`src/rtl/edac_pkg.sv`:
```
package edac_pkg;
  typedef enum logic [1:0] {
    MODE_OFF = 2'b00,
    MODE_PAR = 2'b01,
    MODE_HAM = 2'b10
  } mode_e;

  // Smallest h with 2^h >= dw + h + 1.
  function automatic int ham_bits(int dw);
    for (int h = 1; h < 31; h++)
      if ((1 << h) >= dw + h + 1) return h;
    return 31;
  endfunction

  // Codeword position of data bit k: k-th non-power-of-two from 3 upward.
  function automatic int data_pos(int k);
    int n;
    n = 0;
    for (int q = 3; q < 4096; q++) begin
      if ((q & (q - 1)) != 0) begin
        if (n == k) return q;
        n++;
      end
    end
    return 0;
  endfunction
endpackage

```
`src/rtl/edac_enc.sv`:
```
module edac_enc #(
  parameter int DATA_W = 16,
  parameter int HAM_W  = 5
) (
  input  logic [DATA_W-1:0] data_i,
  output logic [HAM_W-1:0]  ham_o,
  output logic              ovr_o
);
  for (genvar i = 0; i < HAM_W; i++) begin : g_chk
    logic [DATA_W-1:0] sel;
    for (genvar k = 0; k < DATA_W; k++) begin : g_bit
      localparam int P = edac_pkg::data_pos(k);
      assign sel[k] = data_i[k] & P[i];
    end
    assign ham_o[i] = ^sel;
  end

  assign ovr_o = ^data_i ^ ^ham_o;
endmodule

```
`src/rtl/edac_dec.sv`:
```
module edac_dec #(
  parameter int DATA_W = 16,
  parameter int HAM_W  = 5
) (
  input  logic [DATA_W-1:0] data_i,
  input  logic [HAM_W:0]    chk_i,
  input  logic [HAM_W-1:0]  ham_calc_i,
  output logic              single_o,
  output logic              multi_o,
  output logic [DATA_W-1:0] data_o
);
  localparam logic [HAM_W-1:0] LAST_POS = HAM_W'(DATA_W + HAM_W);

  logic [HAM_W-1:0] syn;
  logic             ovr;

  assign syn = ham_calc_i ^ chk_i[HAM_W-1:0];
  assign ovr = ^{data_i, chk_i};

  // Odd overall parity with a syndrome inside the codeword: one flip.
  assign single_o = ovr && (syn <= LAST_POS);
  assign multi_o  = (!ovr && syn != '0) || (ovr && syn > LAST_POS);

  for (genvar k = 0; k < DATA_W; k++) begin : g_fix
    localparam int P = edac_pkg::data_pos(k);
    assign data_o[k] = data_i[k] ^ (ovr && syn == P[HAM_W-1:0]);
  end
endmodule

```
`src/rtl/edac_diag.sv`:
```
module edac_diag #(
  parameter int DATA_W = 16,
  parameter int ADDR_W = 20
) (
  input  logic              clk_i,
  input  logic              rst_ni,
  input  logic              rd_ham_i,
  input  logic              err_i,
  input  logic              clr_i,
  input  logic              drv_req_i,
  input  logic [ADDR_W-1:0] addr_i,
  input  logic [DATA_W-1:0] corr_i,
  output logic [DATA_W-1:0] data_o,
  output logic              data_oe_o,
  output logic [ADDR_W-1:0] fail_addr_o,
  output logic              fail_valid_o
);
  always_ff @(posedge clk_i or negedge rst_ni) begin
    if (!rst_ni) begin
      data_o       <= '0;
      data_oe_o    <= 1'b0;
      fail_addr_o  <= '0;
      fail_valid_o <= 1'b0;
    end else begin
      data_oe_o <= drv_req_i;
      if (rd_ham_i) data_o <= corr_i;
      // An error in the same cycle as a clear is recorded.
      if (err_i && (!fail_valid_o || clr_i)) begin
        fail_addr_o  <= addr_i;
        fail_valid_o <= 1'b1;
      end else if (clr_i) begin
        fail_valid_o <= 1'b0;
      end
    end
  end
endmodule

```
`src/rtl/mem_edac.sv`:
```
module mem_edac
  import edac_pkg::*;
#(
  parameter int DATA_W = 16,
  parameter int ADDR_W = 20,
  localparam int HAM_W = ham_bits(DATA_W),
  localparam int CHK_W = HAM_W + 1
) (
  input  logic              clk_i,
  input  logic              rst_ni,
  input  logic              cfg_we_i,
  input  logic [3:0]        cfg_wdata_i,
  input  logic              cyc_valid_i,
  input  logic              cyc_mem_i,
  input  logic              cyc_write_i,
  input  logic [ADDR_W-1:0] addr_i,
  input  logic [DATA_W-1:0] data_i,
  input  logic [CHK_W-1:0]  chk_i,
  input  logic              ram_dis_i,
  output logic [CHK_W-1:0]  chk_o,
  output logic              chk_oe_o,
  output logic              mem_err_no,
  output logic              sing_err_o,
  output logic              sing_err_oe_o,
  output logic [DATA_W-1:0] data_o,
  output logic              data_oe_o,
  output logic [ADDR_W-1:0] fail_addr_o,
  output logic              fail_valid_o
);
  mode_e mode_q;
  logic  odd_q;

  always_ff @(posedge clk_i or negedge rst_ni) begin
    if (!rst_ni) begin
      mode_q <= MODE_OFF;
      odd_q  <= 1'b0;
    end else if (cfg_we_i) begin
      unique case (cfg_wdata_i[1:0])
        2'b01:   mode_q <= MODE_PAR;
        2'b10:   mode_q <= MODE_HAM;
        default: mode_q <= MODE_OFF;
      endcase
      odd_q <= cfg_wdata_i[2];
    end
  end

  logic              ham_en, par_en, rd_cyc, wr_cyc;
  logic [HAM_W-1:0]  ham_calc;
  logic              ovr_calc, single, multi, par_err;
  logic [DATA_W-1:0] corr;

  assign ham_en = (mode_q == MODE_HAM);
  assign par_en = (mode_q == MODE_PAR);
  assign rd_cyc = cyc_valid_i && cyc_mem_i && !cyc_write_i;
  assign wr_cyc = cyc_valid_i && cyc_mem_i && cyc_write_i;

  edac_enc #(.DATA_W(DATA_W), .HAM_W(HAM_W)) u_enc (
    .data_i (data_i),
    .ham_o  (ham_calc),
    .ovr_o  (ovr_calc)
  );

  edac_dec #(.DATA_W(DATA_W), .HAM_W(HAM_W)) u_dec (
    .data_i     (data_i),
    .chk_i      (chk_i),
    .ham_calc_i (ham_calc),
    .single_o   (single),
    .multi_o    (multi),
    .data_o     (corr)
  );

  assign par_err = ^data_i ^ chk_i[0] ^ odd_q;

  always_comb begin
    chk_o = '0;
    if (ham_en)      chk_o = {ovr_calc, ham_calc};
    else if (par_en) chk_o[0] = ^data_i ^ odd_q;
  end

  assign chk_oe_o      = wr_cyc && (ham_en || par_en);
  assign mem_err_no    = !(rd_cyc && ((ham_en && multi) || (par_en && par_err)));
  assign sing_err_o    = rd_cyc && ham_en && single;
  assign sing_err_oe_o = ham_en;

  edac_diag #(.DATA_W(DATA_W), .ADDR_W(ADDR_W)) u_diag (
    .clk_i        (clk_i),
    .rst_ni       (rst_ni),
    .rd_ham_i     (rd_cyc && ham_en),
    .err_i        (rd_cyc && ((ham_en && (single || multi)) || (par_en && par_err))),
    .clr_i        (cfg_we_i && cfg_wdata_i[3]),
    .drv_req_i    (ham_en && ram_dis_i),
    .addr_i       (addr_i),
    .corr_i       (corr),
    .data_o       (data_o),
    .data_oe_o    (data_oe_o),
    .fail_addr_o  (fail_addr_o),
    .fail_valid_o (fail_valid_o)
  );
endmodule

```
`config.mk`:
```
export PLATFORM = sky130hd
export DESIGN_NAME = mem_edac
export DESIGN_NICKNAME = d
export VERILOG_FILES = /design/src/rtl/edac_pkg.sv /design/src/rtl/edac_enc.sv /design/src/rtl/edac_dec.sv /design/src/rtl/edac_diag.sv /design/src/rtl/mem_edac.sv
export SDC_FILE = /design/constraint.sdc
export NUM_CORES = 1
export LEC_CHECK = 0
export ABC_CLOCK_PERIOD_IN_PS = 3800
export BUFFER_PORTS_ARGS = -buffer_cell sky130_fd_sc_hd__buf_2
export CORE_MARGIN = 4
export CORE_UTILIZATION = 50
export DETAILED_ROUTE_END_ITERATION = 8
export GPL_TIMING_DRIVEN = 0
export PLACE_DENSITY = 0.78
export SLEW_MARGIN = 20
export SYNTH_ARGS = -nofsm -noshare
export SYNTH_HDL_FRONTEND = slang
export SYNTH_SLANG_ARGS = --single-unit
```
`constraint.sdc`:
```
create_clock -name clk_i -period 3.8 [get_ports clk_i]
set_input_delay 0.38 -clock clk_i [delete_from_list [all_inputs] [get_ports clk_i]]
set_output_delay 0.38 -clock clk_i [all_outputs]
set_load 0.02 [all_outputs]
```
==> summary.md, run 1 <==
| Metric | Value |
|---|---|
| Status | `finished, final reports clean` |
| Total grt overflow | `0` |
| Share of layout cells above drive strength 1 | `0.243` |
| Power share of the clock group | `0.148` |
| Drt via density | `6.27` |
| Synthesized Nets | `433` |
| I/O Buffers | `99` |
| Final setup TNS | `0 ns` |
| Die X | `89.8 um` |
| Met1 Track Usage GR | `0.347` |
| CTS buffer count | `5` |
| Worst EP required | `3.42 ns` |
| H-tree levels | `2` |
| Sequential element share of the synthesized area | `0.307` |
| Chip Height | `89.8 um` |
| Hold-fix buffers at CTS | `0` |
| Multi-input gate area | `2180 sq um` |
| Crit start category | `input pin` |
| DRT iter0 DRCs | `485` |
| 1st-pass router iterations | `6` |
| Slowest cell on crit path | `xnor3_1` |
| GR Util met2 | `0.381` |
| # setup viols final | `0` |
| Slowest stage delay, CP | `0.52 ns` |
| Area growth, synth to finish | `21.2%` |
| CTS tree | `done` |
| CORE AREA | `6420 sq um` |
| P_leak | `1.76 nW` |
| Die area | `8060 sq um` |
| GRT Total Usage | `0.244` |
| Number of flops mapped to enable cells by yosys | `0` |
| Yosys warning total | `0` |
| Vias in the first global route | `3291` |
| Reg clk slew, reported paths | `0.09 ns` |
| Clock Sinks | `41` |
| Vias | `3524` |
| CP endpoint kind | `output port` |
| Worst skew pair latency | `0.30 ns` |
| Mapped Area | `3340 sq um` |
| RSZ-0062 raised after global routing | `no` |
| Layout Cells excl Fill | `562` |
| Routed WL | `10100 um` |
| Pwr dens | `641 nW/um^2` |
| Max Cap Viol | `0` |
| Fill cells | `538` |
| Cells along the critical path | `buf_2 > xor2_1 > xnor3_1 > xnor3_1 > nand2b_1 > nor2_1 > nand2_1 > a31oi_1 > buf_2` |
| Max Fanout on Critical Path | `8` |
| Clock period minus worst slack | `3.24 ns` |
| Postcts setup bufs | `0` |
| Sw Pwr | `1.25 mW` |
| Final Cycle Share | `0.853` |
| Switching Share | `0.483` |
| Post-CTS resize count | `0` |
| Initial Util | `0.521` |
| Syn avg cell area | `8.85 sq um` |
| Wire per inst | `18.0 um` |
| Max-slew violation count | `0` |
| Most used routing layer | `met2` |
| Clk root buf | `clkbuf_8` |
| Residual DRC | `0` |
| Seq cells post-synth | `41` |
| Most common cell after layout, fill and taps aside | `buf_2` |
| First-pass GRT wire length | `16400 um` |
| Worst Path Arrival | `2.86 ns` |
| Internal cell power | `1.34 mW` |
| Most frequent cells in the layout | `buf_2 (100), dfrtp_1 (41), nand2_1 (35), clkbuf_1 (29), xnor2_1 (25)` |
| Post-synth ARST share | `1.00` |
| CTS Buffer Depth | `2` |
| Gate Count Post-Synth | `378` |
| Crit Path Category | `in2out` |
| Initial antenna violation count | `0` |
| I/O Pins | `101` |
| Dominant register cell in the synthesized netlist | `dfrtp_1` |
| N_diodes | `0` |
| Total Nets Final | `539` |
| GP Congestion | `0.923` |
| Post-DRT Antenna Nets | `0` |
| Cell count after placement | `554` |
| Peak VDD IR | `0.312 mV` |
| Met3 Use GR | `0.0543` |
| Maximum clock frequency | `309 MHz` |
| Row count | `29` |
| Yosys cell types | `40` |
| Largest net degree at the start of global routing | `42` |
| Clk_skew | `0.00666 ns` |
| Worst relative slew slack | `0.358` |
| Logic pwr share | `0.582` |
| Final HPWL DP | `7310 um` |
| Sequential cell area | `1030 sq um` |
| Final hold vios | `0` |
| Min-delay worst type | `in2async` |
| Worst slew pin tran | `0.962 ns` |
| Share of power burned in registers | `0.270` |
[flip-flops by register name, indices dropped and copies added, names as in the netlist]
register / cells
u_diag.fail_addr_o: 20
mode_q: 2
u_diag.data_oe_o: 1
u_diag.data_o: 16
u_diag.fail_valid_o: 1
odd_q: 1
[per-stage QoR]
| stage | cell area (sq um) | setup slack (ns) | hold slack [ns] | util | total power [mW] |
|---|---|---|---|---|---|
| after floorplan | 3340 | 0.995 | 0.0844 | - | 1.76 |
| after global placement | 3940 | 0.605 | 0.467 | 0.613 | 2.16 |
| after detailed placement | 3940 | 0.605 | 0.470 | 0.613 | 2.19 |
| after CTS | 4050 | 0.604 | 0.254 | 0.631 | 2.58 |
| after global routing | 4050 | 0.406 | 0.294 | 0.631 | 2.75 |
| final | 4050 | 0.559 | 0.202 | 0.631 | 2.60 |
[cells by family after synthesis]
family,count (synthesis),share of synthesized area
multiplexers,4,0.0127
XOR/XNOR,56,0.208
AO/OA/AOI/OAI,94,0.194
buffers and inverters,34,0.0408
adder cells (fa/ha/maj),2,0.00748
flip-flops,41,0.307
AND/OR/NAND/NOR,147,0.230
[power by group through the flow]
stage | Combinational, mW | Sequential, mW | Clock (mW)
after detailed placement | 1.48 | 0.707 | 0
final | 1.51 | 0.702 | 0.384
after global placement | 1.46 | 0.698 | 0
after CTS | 1.49 | 0.699 | 0.389
after floorplan | 0.891 | 0.865 | 0
after global routing | 1.63 | 0.721 | 0.403
[metal layers]
layer	wire [um]	up-vias
li1	-	1628
met1	4460	1658
met2	4610	215
met3	907	23
met4	159	0
met5	0	-
[cell usage after synthesis (3+ instances only)]
cell type,count,area [sq um]
dfrtp_1,41,1030
xor3_1,4,95.1
inv_1,4,15.0
or4_1,11,82.6
a221oi_1,20,175
nand4_1,22,138
xnor2_1,25,219
nor3_1,3,15.0
a21oi_1,21,105
nand2_1,35,131
o21ai_0,7,35.0
clkbuf_1,28,105
nand3_1,23,115
and2_1,5,31.3
nor2_1,19,71.3
nor2b_1,20,125
o31ai_1,10,75.1
a31oi_1,11,68.8
xnor2_2,3,48.8
o211ai_1,21,158
xnor3_1,6,135
xor2_1,15,131
nand2b_1,3,18.8
[final timing paths]
check                           cells past startpoint              start                     end  slack, ns
max in group asynchronous                           1             rst_ni  u_diag.fail_addr_o[10]       2.97
min in group clk_i                                  2     cfg_wdata_i[0]               mode_q[1]       0.28
worst max-delay path                                9          data_i[6]              mem_err_no       0.56
worst min register to register                      2  u_diag.data_o[15]       u_diag.data_o[15]       0.49
worst min-delay path                                1             rst_ni       u_diag.data_o[11]       0.20
worst max register to register                      7          mode_q[0]   u_diag.fail_addr_o[7]       1.31
[worst max-delay path, delay by kind of cell]
| kind | cells | cell delay, ns |
|---|---|---|
| xor gates and xnor gates | 3 | 1.34 |
| and+or+nand+nor | 3 | 0.64 |
| buffers and inverters | 2 | 0.33 |
| AOI/OAI and AO/OA | 1 | 0.17 |
[layout make-up]
cell class              instances  area share
plain buffers                  30      0.0299
clock buffers                   7      0.0213
clock inverters                 1     0.00741
inverters                       4     0.00370
multi-input cells             303       0.538
flip-flops and latches         41       0.253
well taps                      77      0.0238
repair buffers                 99       0.122
(Power assumes the default switching activity.)
==> run 2: changes to the inputs <==
ABC_CLOCK_PERIOD_IN_PS = 3190   (was 3800)
clock period = 3.19 ns   (was 3.8 ns; I/O delays follow)
==> summary.md, run 2 (synthesized netlist as in run 1, its figures left out) <==
| Metric | Value |
|---|---|
| Status | `finished, final reports clean` |
| Fill cells | `543` |
| Largest register FFs | `20` |
| Sequential cell area | `1030 sq um` |
| Clock period minus worst slack | `3.03 ns` |
| CTS tree | `done` |
| Total Nets Final | `539` |
| CTS buffer count | `5` |
| Drt via density | `6.34` |
| P_leak | `1.77 nW` |
| R2r setup slk | `0.75 ns` |
| Routed WL | `10200 um` |
| I/O Buffers | `99` |
| Pwr dens | `762 nW/um^2` |
| Crit Path Category | `in2out` |
| Worst slew pin tran | `0.975 ns` |
| DRT iter0 DRCs | `462` |
| WHS | `0.147 ns` |
| GRT Total Usage | `0.244` |
| Buf/Inv on CP | `2` |
| Clk_skew | `0.0120 ns` |
| Metal3 WL | `963 um` |
| Largest net degree at the start of global routing | `42` |
| Most frequent cells in the layout | `buf_2 (100), dfrtp_1 (41), nand2_1 (35), clkbuf_1 (28), xnor2_1 (25)` |
| Reg with most FFs | `u_diag.fail_addr_o` |
| Max-slew violation count | `0` |
| CP endpoint kind | `output port` |
| Peak VDD IR | `0.369 mV` |
| DR WL met2 | `4710 um` |
| Chip Height | `89.8 um` |
| Vias | `3562` |
| Worst reg2reg startpoint | `odd_q` |
| R2R depth | `7` |
| Worst skew pair latency | `0.31 ns` |
| Design area | `4070 sq um` |
| GP Congestion | `0.923` |
| CTS Buffer Depth | `2` |
| Die area | `8060 sq um` |
| Crit path max-delay family | `XOR/XNOR gates` |
| Residual DRC | `0` |
| First-pass GRT wire length | `16400 um` |
| Worst EP required | `2.87 ns` |
| 1st-pass router iterations | `5` |
| Final core utilization | `0.633` |
| Clk root buf | `clkbuf_8` |
| Area growth, synth to finish | `21.6%` |
| I/O Pins | `101` |
| Multi-input gate area | `2190 sq um` |
| Final hold vios | `0` |
| Initial antenna violation count | `0` |
| Min-delay worst type | `in2async` |
| H-tree levels | `2` |
| Maximum clock frequency | `330 MHz` |
| Clock Sinks | `41` |
| Cells along the critical path | `buf_2 > xor2_1 > xor3_1 > xnor2_2 > xor2_2 > mux2_2 > nand2_1 > a31oi_1 > buf_2` |
| PnR worst setup slack | `0.163 ns` |
| Top layer in use | `met4` |
| RSZ-0062 raised after global routing | `no` |
| Final HPWL DP | `7310 um` |
| CORE AREA | `6420 sq um` |
| Vias in the first global route | `3291` |
| DP Area | `3940 sq um` |
| M1 wire length | `4370 um` |
| Post-DRT Antenna Nets | `0` |
| Slowest stage delay, CP | `0.52 ns` |
| Slowest cell on crit path | `xor3_1` |
| Total grt overflow | `0` |
| Row count | `29` |
| Most common cell after layout, fill and taps aside | `buf_2` |
| Wire per inst | `18.2 um` |
| N_diodes | `0` |
| # setup viols final | `0` |
| Die X | `89.8 um` |
| Max Cap Viol | `0` |
| Pre-CTS WS | `0.0556 ns` |
| Initial Util | `0.521` |
| Worst Path Arrival | `2.71 ns` |
| Worst relative slew slack | `0.350` |
| Reg clk slew, reported paths | `0.09 ns` |
| Max Fanout on Critical Path | `4` |
| Final Cycle Share | `0.949` |
| Most used cell, CP | `buf_2` |
| Crit Reg-Reg Endpoint | `u_diag.fail_addr_o[18]` |
| Crit start category | `input pin` |
| Largest regs | `u_diag.fail_addr_o: 20 flops, u_diag.data_o: 16 flops, mode_q: 2 flops` |
| Share of layout cells above drive strength 1 | `0.249` |
| Final setup TNS | `0 ns` |
[run 2: per-layer routing]
metal / up-vias / track usage
met2: 250 / 0.381
met5: - / 0
met3: 29 / 0.0543
met1: 1666 / 0.347
met4: 0 / 0.0549
li1: 1617 / -
[run 2: worst register-to-register path, delay by kind of cell, from the launching register on]
kind                      cells  cell delay, ns
xor gates and xnor gates      3            0.95
and+or+nand+nor               1            0.13
DFF                           1            0.41
buffers and inverters         1            0.42
AOI/OAI and AO/OA             2            0.42
[run 2: worst max-delay path by stage]
| stage | from | to | slack, ns | depth (start not counted) |
|---|---|---|---|---|
| 2_1_floorplan | data_i[5] | mem_err_no | 0.51 | 7 |
| 3_3_place_gp | data_i[6] | mem_err_no | 0.12 | 9 |
| 3_5_place_dp | data_i[6] | u_diag.fail_addr_o[12] | 0.06 | 9 |
| 4_1_cts | data_i[9] | mem_err_no | 0.12 | 9 |
| 5_1_grt | data_i[11] | mem_err_no | 0.005 | 9 |
| 6_report | data_i[8] | mem_err_no | 0.16 | 9 |
[run 2: power breakdown]
part	leakage [nW]	switching [mW]	internal, mW
Combinational	1.25	1.15	0.654
Sequential	0.464	0.145	0.690
Clock	0.0585	0.205	0.256
Total	1.77	1.50	1.60
[run 2: timing repair]
| item | CTS | global route |
|---|---|---|
| buffers inserted | 0 | 0 |
| setup endpoints to repair | 0 | 1 |
| hold endpoints to repair | 0 | 0 |
| resized for setup | 0 | 4 |
| hold buffers | 0 | 0 |
[run 2: cell type report]
type / instances / share of cell area
timing repair buffer: 99 / 0.122
sequential: 41 / 0.252
inverter: 4 / 0.00369
clock buffer: 7 / 0.0212
tap: 77 / 0.0237
buffer: 30 / 0.0302
clock inverter: 1 / 0.00738
multi-input combinational: 303 / 0.540
[run 2: metrics by stage]
step,std cells,power [mW]
after detailed placement,554,2.61
final,562,3.10
after global routing,562,3.28
after CTS,562,3.07
after global placement,554,2.57
after floorplan,378,2.09
